[src/rtl/linefill_pkg.sv]
package linefill_pkg;

   typedef enum logic [1:0] {
      SLOT_IDLE = 2'd0,
      SLOT_FILL = 2'd1,
      SLOT_DONE = 2'd2
   } slot_state_e;

endpackage

[src/rtl/linefill_pick.sv]
module linefill_pick #(
   parameter  int N  = 2,
   localparam int IW = (N > 1) ? $clog2(N) : 1
) (
   input  logic [N-1:0]  req,
   output logic          any,
   output logic [IW-1:0] idx,
   output logic [N-1:0]  gnt
);

   if (N == 1) begin : g_single
      assign any = req[0];
      assign idx = '0;
      assign gnt = req;
   end else begin : g_multi
      // lowest set index wins
      always_comb begin
         any = 1'b0;
         idx = '0;
         gnt = '0;
         for (int i = N - 1; i >= 0; i--) begin
            if (req[i]) begin
               any = 1'b1;
               idx = IW'(i);
               gnt = N'(1) << i;
            end
         end
      end
   end

endmodule

[src/rtl/linefill_slot.sv]
module linefill_slot
   import linefill_pkg::*;
#(
   parameter  int LINE_BYTES = 32,
   parameter  int BEAT_BYTES = 8,
   parameter  int ADDR_W     = 32,
   localparam int BEATS      = LINE_BYTES / BEAT_BYTES,
   localparam int BEAT_W     = $clog2(BEATS),
   localparam int OFF_W      = $clog2(LINE_BYTES),
   localparam int TAG_W      = ADDR_W - OFF_W,
   localparam int BEAT_BITS  = BEAT_BYTES * 8,
   localparam int LINE_BITS  = LINE_BYTES * 8
) (
   input  logic                  clk,
   input  logic                  rst_n,
   input  logic                  alloc_i,
   input  logic [TAG_W-1:0]      alloc_tag_i,
   input  logic                  alloc_nc_i,
   input  logic                  st_en_i,
   input  logic [BEAT_W-1:0]     st_beat_i,
   input  logic [BEAT_BITS-1:0]  st_data_i,
   input  logic [BEAT_BYTES-1:0] st_be_i,
   input  logic                  fill_en_i,
   input  logic [BEAT_BITS-1:0]  fill_data_i,
   output slot_state_e           state_o,
   output logic [TAG_W-1:0]      tag_o,
   output logic                  nc_o,
   output logic [LINE_BITS-1:0]  line_o
);

   slot_state_e       state_q;
   logic [BEAT_W-1:0] cnt_q;
   logic [TAG_W-1:0]  tag_q;
   logic              nc_q;
   logic              st_go;
   logic              fill_go;
   logic              last_beat;

   assign st_go     = st_en_i   && (state_q == SLOT_FILL);
   assign fill_go   = fill_en_i && (state_q == SLOT_FILL);
   assign last_beat = (cnt_q == BEAT_W'(BEATS - 1));

   always_ff @(posedge clk) begin
      if (!rst_n) begin
         state_q <= SLOT_IDLE;
         cnt_q   <= '0;
         tag_q   <= '0;
         nc_q    <= 1'b0;
      end else begin
         case (state_q)
            SLOT_IDLE: if (alloc_i) begin
               state_q <= SLOT_FILL;
               cnt_q   <= '0;
               tag_q   <= alloc_tag_i;
               nc_q    <= alloc_nc_i;
            end
            SLOT_FILL: if (fill_go) begin
               cnt_q <= cnt_q + 1'b1;
               if (last_beat) state_q <= SLOT_DONE;
            end
            default: state_q <= SLOT_IDLE;
         endcase
      end
   end

   // one register and one "written by store" flag per byte of the line
   for (genvar b = 0; b < LINE_BYTES; b++) begin : g_byte
      localparam int BI = b / BEAT_BYTES;
      localparam int LN = b % BEAT_BYTES;
      logic [7:0] q;
      logic       owned;
      logic       st_sel;
      logic       fill_sel;

      assign st_sel   = st_go && (st_beat_i == BEAT_W'(BI)) && st_be_i[LN];
      assign fill_sel = fill_go && (cnt_q == BEAT_W'(BI)) && !owned && !st_sel;

      always_ff @(posedge clk) begin
         if (!rst_n) begin
            q     <= '0;
            owned <= 1'b0;
         end else if (alloc_i && state_q == SLOT_IDLE) begin
            owned <= 1'b0;
         end else if (st_sel) begin
            q     <= st_data_i[LN*8 +: 8];
            owned <= 1'b1;
         end else if (fill_sel) begin
            q     <= fill_data_i[LN*8 +: 8];
         end
      end

      assign line_o[b*8 +: 8] = q;
   end

   assign state_o = state_q;
   assign tag_o   = tag_q;
   assign nc_o    = nc_q;

endmodule

[src/rtl/linefill_merge.sv]
module linefill_merge
   import linefill_pkg::*;
#(
   parameter  int NUM_BUF    = 2,
   parameter  int LINE_BYTES = 32,
   parameter  int BEAT_BYTES = 8,
   parameter  int ADDR_W     = 32,
   localparam int ID_W       = (NUM_BUF > 1) ? $clog2(NUM_BUF) : 1,
   localparam int BEAT_BITS  = BEAT_BYTES * 8,
   localparam int LINE_BITS  = LINE_BYTES * 8
) (
   input  logic                  clk,
   input  logic                  rst_n,
   input  logic                  alloc_valid,
   input  logic [ADDR_W-1:0]     alloc_addr,
   input  logic                  alloc_nc,
   output logic                  alloc_ready,
   output logic [ID_W-1:0]       alloc_id,
   input  logic                  st_valid,
   input  logic [ADDR_W-1:0]     st_addr,
   input  logic [BEAT_BITS-1:0]  st_data,
   input  logic [BEAT_BYTES-1:0] st_be,
   output logic                  st_hit,
   input  logic                  fill_valid,
   input  logic [ID_W-1:0]       fill_id,
   input  logic [BEAT_BITS-1:0]  fill_data,
   output logic                  cache_wr_valid,
   output logic                  nc_rd_valid,
   output logic [ADDR_W-1:0]     cpl_addr,
   output logic [LINE_BITS-1:0]  cpl_data
);

   localparam int BEATS    = LINE_BYTES / BEAT_BYTES;
   localparam int BEAT_W   = $clog2(BEATS);
   localparam int OFF_W    = $clog2(LINE_BYTES);
   localparam int LANE_W   = $clog2(BEAT_BYTES);
   localparam int TAG_W    = ADDR_W - OFF_W;

   if (NUM_BUF < 1 || BEAT_BYTES < 2 || BEATS < 2 ||
       (1 << OFF_W) != LINE_BYTES || (1 << LANE_W) != BEAT_BYTES ||
       ADDR_W <= OFF_W) begin : g_bad_cfg
      $fatal(1, "linefill_merge: unsupported line/beat/buffer geometry");
   end

   slot_state_e          slot_state [NUM_BUF];
   logic [TAG_W-1:0]     slot_tag   [NUM_BUF];
   logic                 slot_nc    [NUM_BUF];
   logic [LINE_BITS-1:0] slot_line  [NUM_BUF];

   logic [NUM_BUF-1:0] free_vec, free_gnt;
   logic [NUM_BUF-1:0] match_vec, match_gnt;
   logic [NUM_BUF-1:0] done_vec, done_gnt;
   logic               match_any, done_any;
   logic [ID_W-1:0]    match_idx, done_idx;

   logic [TAG_W-1:0]   st_tag;
   logic [BEAT_W-1:0]  st_beat;
   logic               unused_bits;

   assign st_tag      = st_addr[ADDR_W-1:OFF_W];
   assign st_beat     = st_addr[OFF_W-1:LANE_W];
   assign unused_bits = ^{alloc_addr[OFF_W-1:0], st_addr[LANE_W-1:0],
                          match_idx, done_idx};

   for (genvar i = 0; i < NUM_BUF; i++) begin : g_vec
      assign free_vec[i]  = (slot_state[i] == SLOT_IDLE);
      assign done_vec[i]  = (slot_state[i] == SLOT_DONE);
      assign match_vec[i] = st_valid && (slot_state[i] == SLOT_FILL) &&
                            !slot_nc[i] && (slot_tag[i] == st_tag);
   end

   linefill_pick #(.N(NUM_BUF)) u_pick_free (
      .req (free_vec),
      .any (alloc_ready),
      .idx (alloc_id),
      .gnt (free_gnt)
   );

   linefill_pick #(.N(NUM_BUF)) u_pick_store (
      .req (match_vec),
      .any (match_any),
      .idx (match_idx),
      .gnt (match_gnt)
   );

   linefill_pick #(.N(NUM_BUF)) u_pick_done (
      .req (done_vec),
      .any (done_any),
      .idx (done_idx),
      .gnt (done_gnt)
   );

   assign st_hit = match_any;

   for (genvar i = 0; i < NUM_BUF; i++) begin : g_slot
      linefill_slot #(
         .LINE_BYTES (LINE_BYTES),
         .BEAT_BYTES (BEAT_BYTES),
         .ADDR_W     (ADDR_W)
      ) u_slot (
         .clk         (clk),
         .rst_n       (rst_n),
         .alloc_i     (alloc_valid && free_gnt[i]),
         .alloc_tag_i (alloc_addr[ADDR_W-1:OFF_W]),
         .alloc_nc_i  (alloc_nc),
         .st_en_i     (match_gnt[i]),
         .st_beat_i   (st_beat),
         .st_data_i   (st_data),
         .st_be_i     (st_be),
         .fill_en_i   (fill_valid && (fill_id == ID_W'(i))),
         .fill_data_i (fill_data),
         .state_o     (slot_state[i]),
         .tag_o       (slot_tag[i]),
         .nc_o        (slot_nc[i]),
         .line_o      (slot_line[i])
      );
   end

   logic             cpl_nc;
   logic [TAG_W-1:0] cpl_tag;

   always_comb begin
      cpl_nc   = 1'b0;
      cpl_tag  = '0;
      cpl_data = '0;
      for (int i = 0; i < NUM_BUF; i++) begin
         if (done_gnt[i]) begin
            cpl_nc   = slot_nc[i];
            cpl_tag  = slot_tag[i];
            cpl_data = slot_line[i];
         end
      end
   end

   assign cache_wr_valid = done_any && !cpl_nc;
   assign nc_rd_valid    = done_any &&  cpl_nc;
   assign cpl_addr       = {cpl_tag, {OFF_W{1'b0}}};

endmodule

[config.mk]
export PLATFORM = sky130hd
export DESIGN_NAME = linefill_merge
export DESIGN_NICKNAME = d
export VERILOG_FILES = /design/src/rtl/linefill_pkg.sv /design/src/rtl/linefill_pick.sv /design/src/rtl/linefill_slot.sv /design/src/rtl/linefill_merge.sv
export SDC_FILE = /design/constraint.sdc
export NUM_CORES = 2
export LEC_CHECK = 0
export CAP_MARGIN = 25
export CORE_MARGIN = 5
export CORE_UTILIZATION = 60
export CTS_BUF_LIST = sky130_fd_sc_hd__clkbuf_4 sky130_fd_sc_hd__clkbuf_8
export DETAILED_ROUTE_END_ITERATION = 6
export DONT_BUFFER_PORTS = 1
export PLACE_DENSITY = 0.85
export SLEW_MARGIN = 20
export SYNTH_ARGS = -nofsm -noshare
export SYNTH_HDL_FRONTEND = slang
export SYNTH_SLANG_ARGS = --single-unit
export TNS_END_PERCENT = 5
[constraint.sdc]
create_clock -name clk -period 6.4 [get_ports clk]
set_input_delay 0.64 -clock clk [delete_from_list [all_inputs] [get_ports clk]]
set_output_delay 0.64 -clock clk [all_outputs]
set_load 0.02 [all_outputs]
==> metrics list <==
* Hold_sp: alloc_addr[21]
* # hold bufs at CTS: 0
- Most common library cell in the layout ignoring fill and taps: sky130_fd_sc_hd__dfxtp_1
- Post-CTS repair changed the size of 0 cells.
- Number of detailed-route iterations in the first pass: 7
- The worst setup path is launched from a flop.
* Die Footprint: 0.0600 mm2
- The critical path in this run is classified as reg2out.
- Tracing the worst setup path back leads to its startpoint at g_slot[1].u_slot.state_o[1].
- STA classifies the critical path endpoint as a primary output.
- Arrival time reported for the critical path endpoint: 3.74 ns
* Most frequent cell on the critical path: sky130_fd_sc_hd__buf_4
* ANT nets after route: 0
- Relative to the synthesized area, the layout overhead comes to 7.24%.
- Transition time at the pin with the least slew margin: 1.55 ns
- Via density: 6.61
- After detailed routing, the average wire length per cell comes to 24.8 um.
- Standard-cell row count: 86
- Sinks on Clock Net: 640
- Most frequent cells in the layout: sky130_fd_sc_hd__dfxtp_1 (640), sky130_fd_sc_hd__mux2i_1 (513), sky130_fd_sc_hd__nand2_1 (512)
- In this run the vertical extent of the chip is 245 um.
- Measured against its own limit, the worst slew margin works out to -0.0322.
* Slew Viols, Final: 81
* Share of cells above drive strength 1: 0.172
- Vias in the first global route: 26500
- Worst-case setup slack after placement: 2.81 ns
- Chip width: 245 um
* Max Clk Rate: 228 MHz
* Violations in the final reports: DRC, slew limit
- For this run, the slowest stage of the critical path takes 0.84 ns.
- For this run the aggregate overflow at the end of global routing stands at 0.
- Setup Skew: 0.0386 ns
- Placer's final routability congestion estimate: 0.917
* Register-to-Register Setup Slack: 3.20 ns
* Leakage power: 15.4 nW
- The routed layout has 27200 vias.
* Remaining routing DRC violations: 1
- The slowest stage of the critical path is the sky130_fd_sc_hd__buf_4 cell.
- In this run the cell area of the synthesized design comes to 0.0331 mm2.
* Maximum vdd ir drop: 0.000190 V
- Clock-pin slew was measured on the worst setup and hold paths at 0.06 ns.
- Launching point of the worst reg2reg path: g_slot[0].u_slot.state_o[0]
- Syn Inst Count: 3463
- For this run, the number of Yosys warnings is 0.
- Pwr/cell area: 229 mW/mm2
- The total area inside the core boundary comes to 0.0549 mm2.
- The run finished, with violations left.
- Count of distinct cell types in the synthesized netlist: 47
- Top-level I/O count: 500
- Setup violations remaining at the end of the flow were counted as 0.
- Critical path's top delay family: buffers and inverters
- The final number of hold-violating endpoints is 0.
* Type of the worst min-delay path: in2reg
* Starting DRT DRC Count: 2601
- Clock period minus final worst setup slack: 4.38 ns
- Largest net degree at the start of global routing: 580
- H-tree depth reported by CTS: 3
- In the final design database the tool counted 3554 nets.
* Final worst path period share: 0.685
- List of cells traversed by the critical path: nor3b_2 -> buf_4 -> buf_4 -> a22o_1
* Clk Latency, worst-skew pair: 0.72 ns
- Part of the Yosys area used for sequential elements: 0.387
- Post-Synthesis Mean Instance Area: 9.57 um2
* Worst-path maximum fanout: 79
- Counting along the longest clock path gives a buffer depth of 3.
* Post-CTS Setup Bufs: 0
- Final worst slack: 2.02 ns
- TritonCTS built the clock tree.
* Number of port buffers: 0
- Antenna violations before repair: 1
- The first global-routing pass estimated 155000 um of wire.
- Setup repair after global routing left no endpoint under its margin.
- In this run, synthesis produced a sequential element count of 640.
* Clock buffer count from CTS: 105
* Max capacitance violation total: 0
* Initial Utilization: 0.604
* Root buf cell: sky130_fd_sc_hd__clkbuf_8
- Required @ worst endpoint: 5.76 ns
* Total negative slack: 0 ns
- Routed WL: 102000 um
- Together, buffers and inverters on the worst path number 2.
- Half-perimeter wire length of the detailed placement result: 64200 um
- GRT Util Overall: 0.322
[report_power, final]
part	internal, W	leakage (nW)	switching (W)
Clock	0.00208	1.17	0.00165
Sequential	0.00403	5.16	0.0000335
Combinational	0.000125	9.05	0.000211
Total	0.00624	15.4	0.00189
[state kept, by name (all words and copies together) (netlist names)]
| register | flops |
|---|---|
| g_slot.u_slot.state_o | 4 |
| g_slot.u_slot.g_byte.owned | 64 |
| g_slot.u_slot.g_byte.q | 512 |
| g_slot.u_slot.nc_o | 2 |
| g_slot.u_slot.tag_o | 54 |
| g_slot.u_slot.cnt_q | 4 |
[cells in the mapped netlist (all sizes together)]
cell / number / share of area
a21oi: 116 / 0.018
a22o: 285 / 0.075
a22oi: 2 / 0.00045
and2: 2 / 0.00038
and3: 1 / 0.00019
and4: 3 / 0.00079
and4b: 1 / 0.00030
and4bb: 1 / 0.00038
buf: 122 / 0.021
clkbuf: 175 / 0.020
conb: 1 / 0.00011
dfxtp: 640 / 0.39
ha: 8 / 0.0030
inv: 62 / 0.0070
mux2: 297 / 0.10
mux2i: 513 / 0.15
nand2: 512 / 0.058
nand2b: 218 / 0.041
nand3: 33 / 0.0050
nand3b: 4 / 0.00091
nand4: 46 / 0.0087
nand4b: 2 / 0.00053
nand4bb: 1 / 0.00034
nor2: 43 / 0.0049
nor2b: 3 / 0.00057
nor3: 13 / 0.0029
nor3b: 25 / 0.0087
nor4: 16 / 0.0034
nor4b: 2 / 0.00072
nor4bb: 3 / 0.00091
o2111a: 6 / 0.0020
o2111ai: 26 / 0.0069
o211ai: 216 / 0.049
o21a: 8 / 0.0018
o21ai: 1 / 0.00015
o21bai: 1 / 0.00023
o22ai: 1 / 0.00019
xnor2: 27 / 0.0071
xor2: 27 / 0.0071
[per-layer routing]
metal | wire [um] | GRT usage | part of all wire | up-vias
met5 | 0 | 0 | 0 | -
met4 | 5670 | 0.160 | 0.055 | 0
met3 | 10300 | 0.0953 | 0.10 | 326
met2 | 46600 | 0.509 | 0.46 | 1457
met1 | 39600 | 0.404 | 0.39 | 13200
li1 | - | - | - | 12300
[cell families after synthesis]
kind of cell / share of synthesized area
AND/OR/NAND/NOR: 0.139
multiplexers: 0.256
AO/OA/AOI/OAI: 0.153
flip-flops: 0.387
buffers and inverters: 0.0482
XOR/XNOR: 0.0143
adder cells (fa/ha/maj): 0.00302
other: 0.000113
[metrics by stage]
step	hold slack, ns	util	total power [W]	cell area (um2)	cells
after CTS	0.00982	0.645	0.00814	35400	4105
after global routing	0.0309	0.648	0.00837	35500	4117
after floorplan	0.426	-	0.00442	33200	3467
after detailed placement	0.443	0.605	0.00447	33200	3925
after global placement	0.437	0.605	0.00446	33200	3923
final	0.0536	0.648	0.00813	35500	4119
[worst reg2reg max path: cells and delay by family, from the launching register on]
kind                   cells  cell delay [ns]
flip-flops                 1             0.53
AND/OR/NAND/NOR            4             1.73
buffers and inverters      1             0.42
multiplexers               1             0.44
[final cells by class]
cell class                 instances  area, um2
clock buffer                     169       2080
timing repair buffer              62        498
inverter                          62        234
antenna                            3       7.51
tap                              704        881
sequential                       640      12800
multi-input combinational       2468      18900
clock inverter                    11       98.8
fill                            4246      19300
[worst paths after layout]
kind,cells after the start,end
setup reg to reg,6,g_slot[0].u_slot.g_byte[26].q[2]
hold / removal,2,g_slot[0].u_slot.tag_o[16]
setup / recovery,4,cpl_data[169]
hold reg to reg,2,g_slot[0].u_slot.g_byte[24].owned
(Power assumes the default switching activity.)
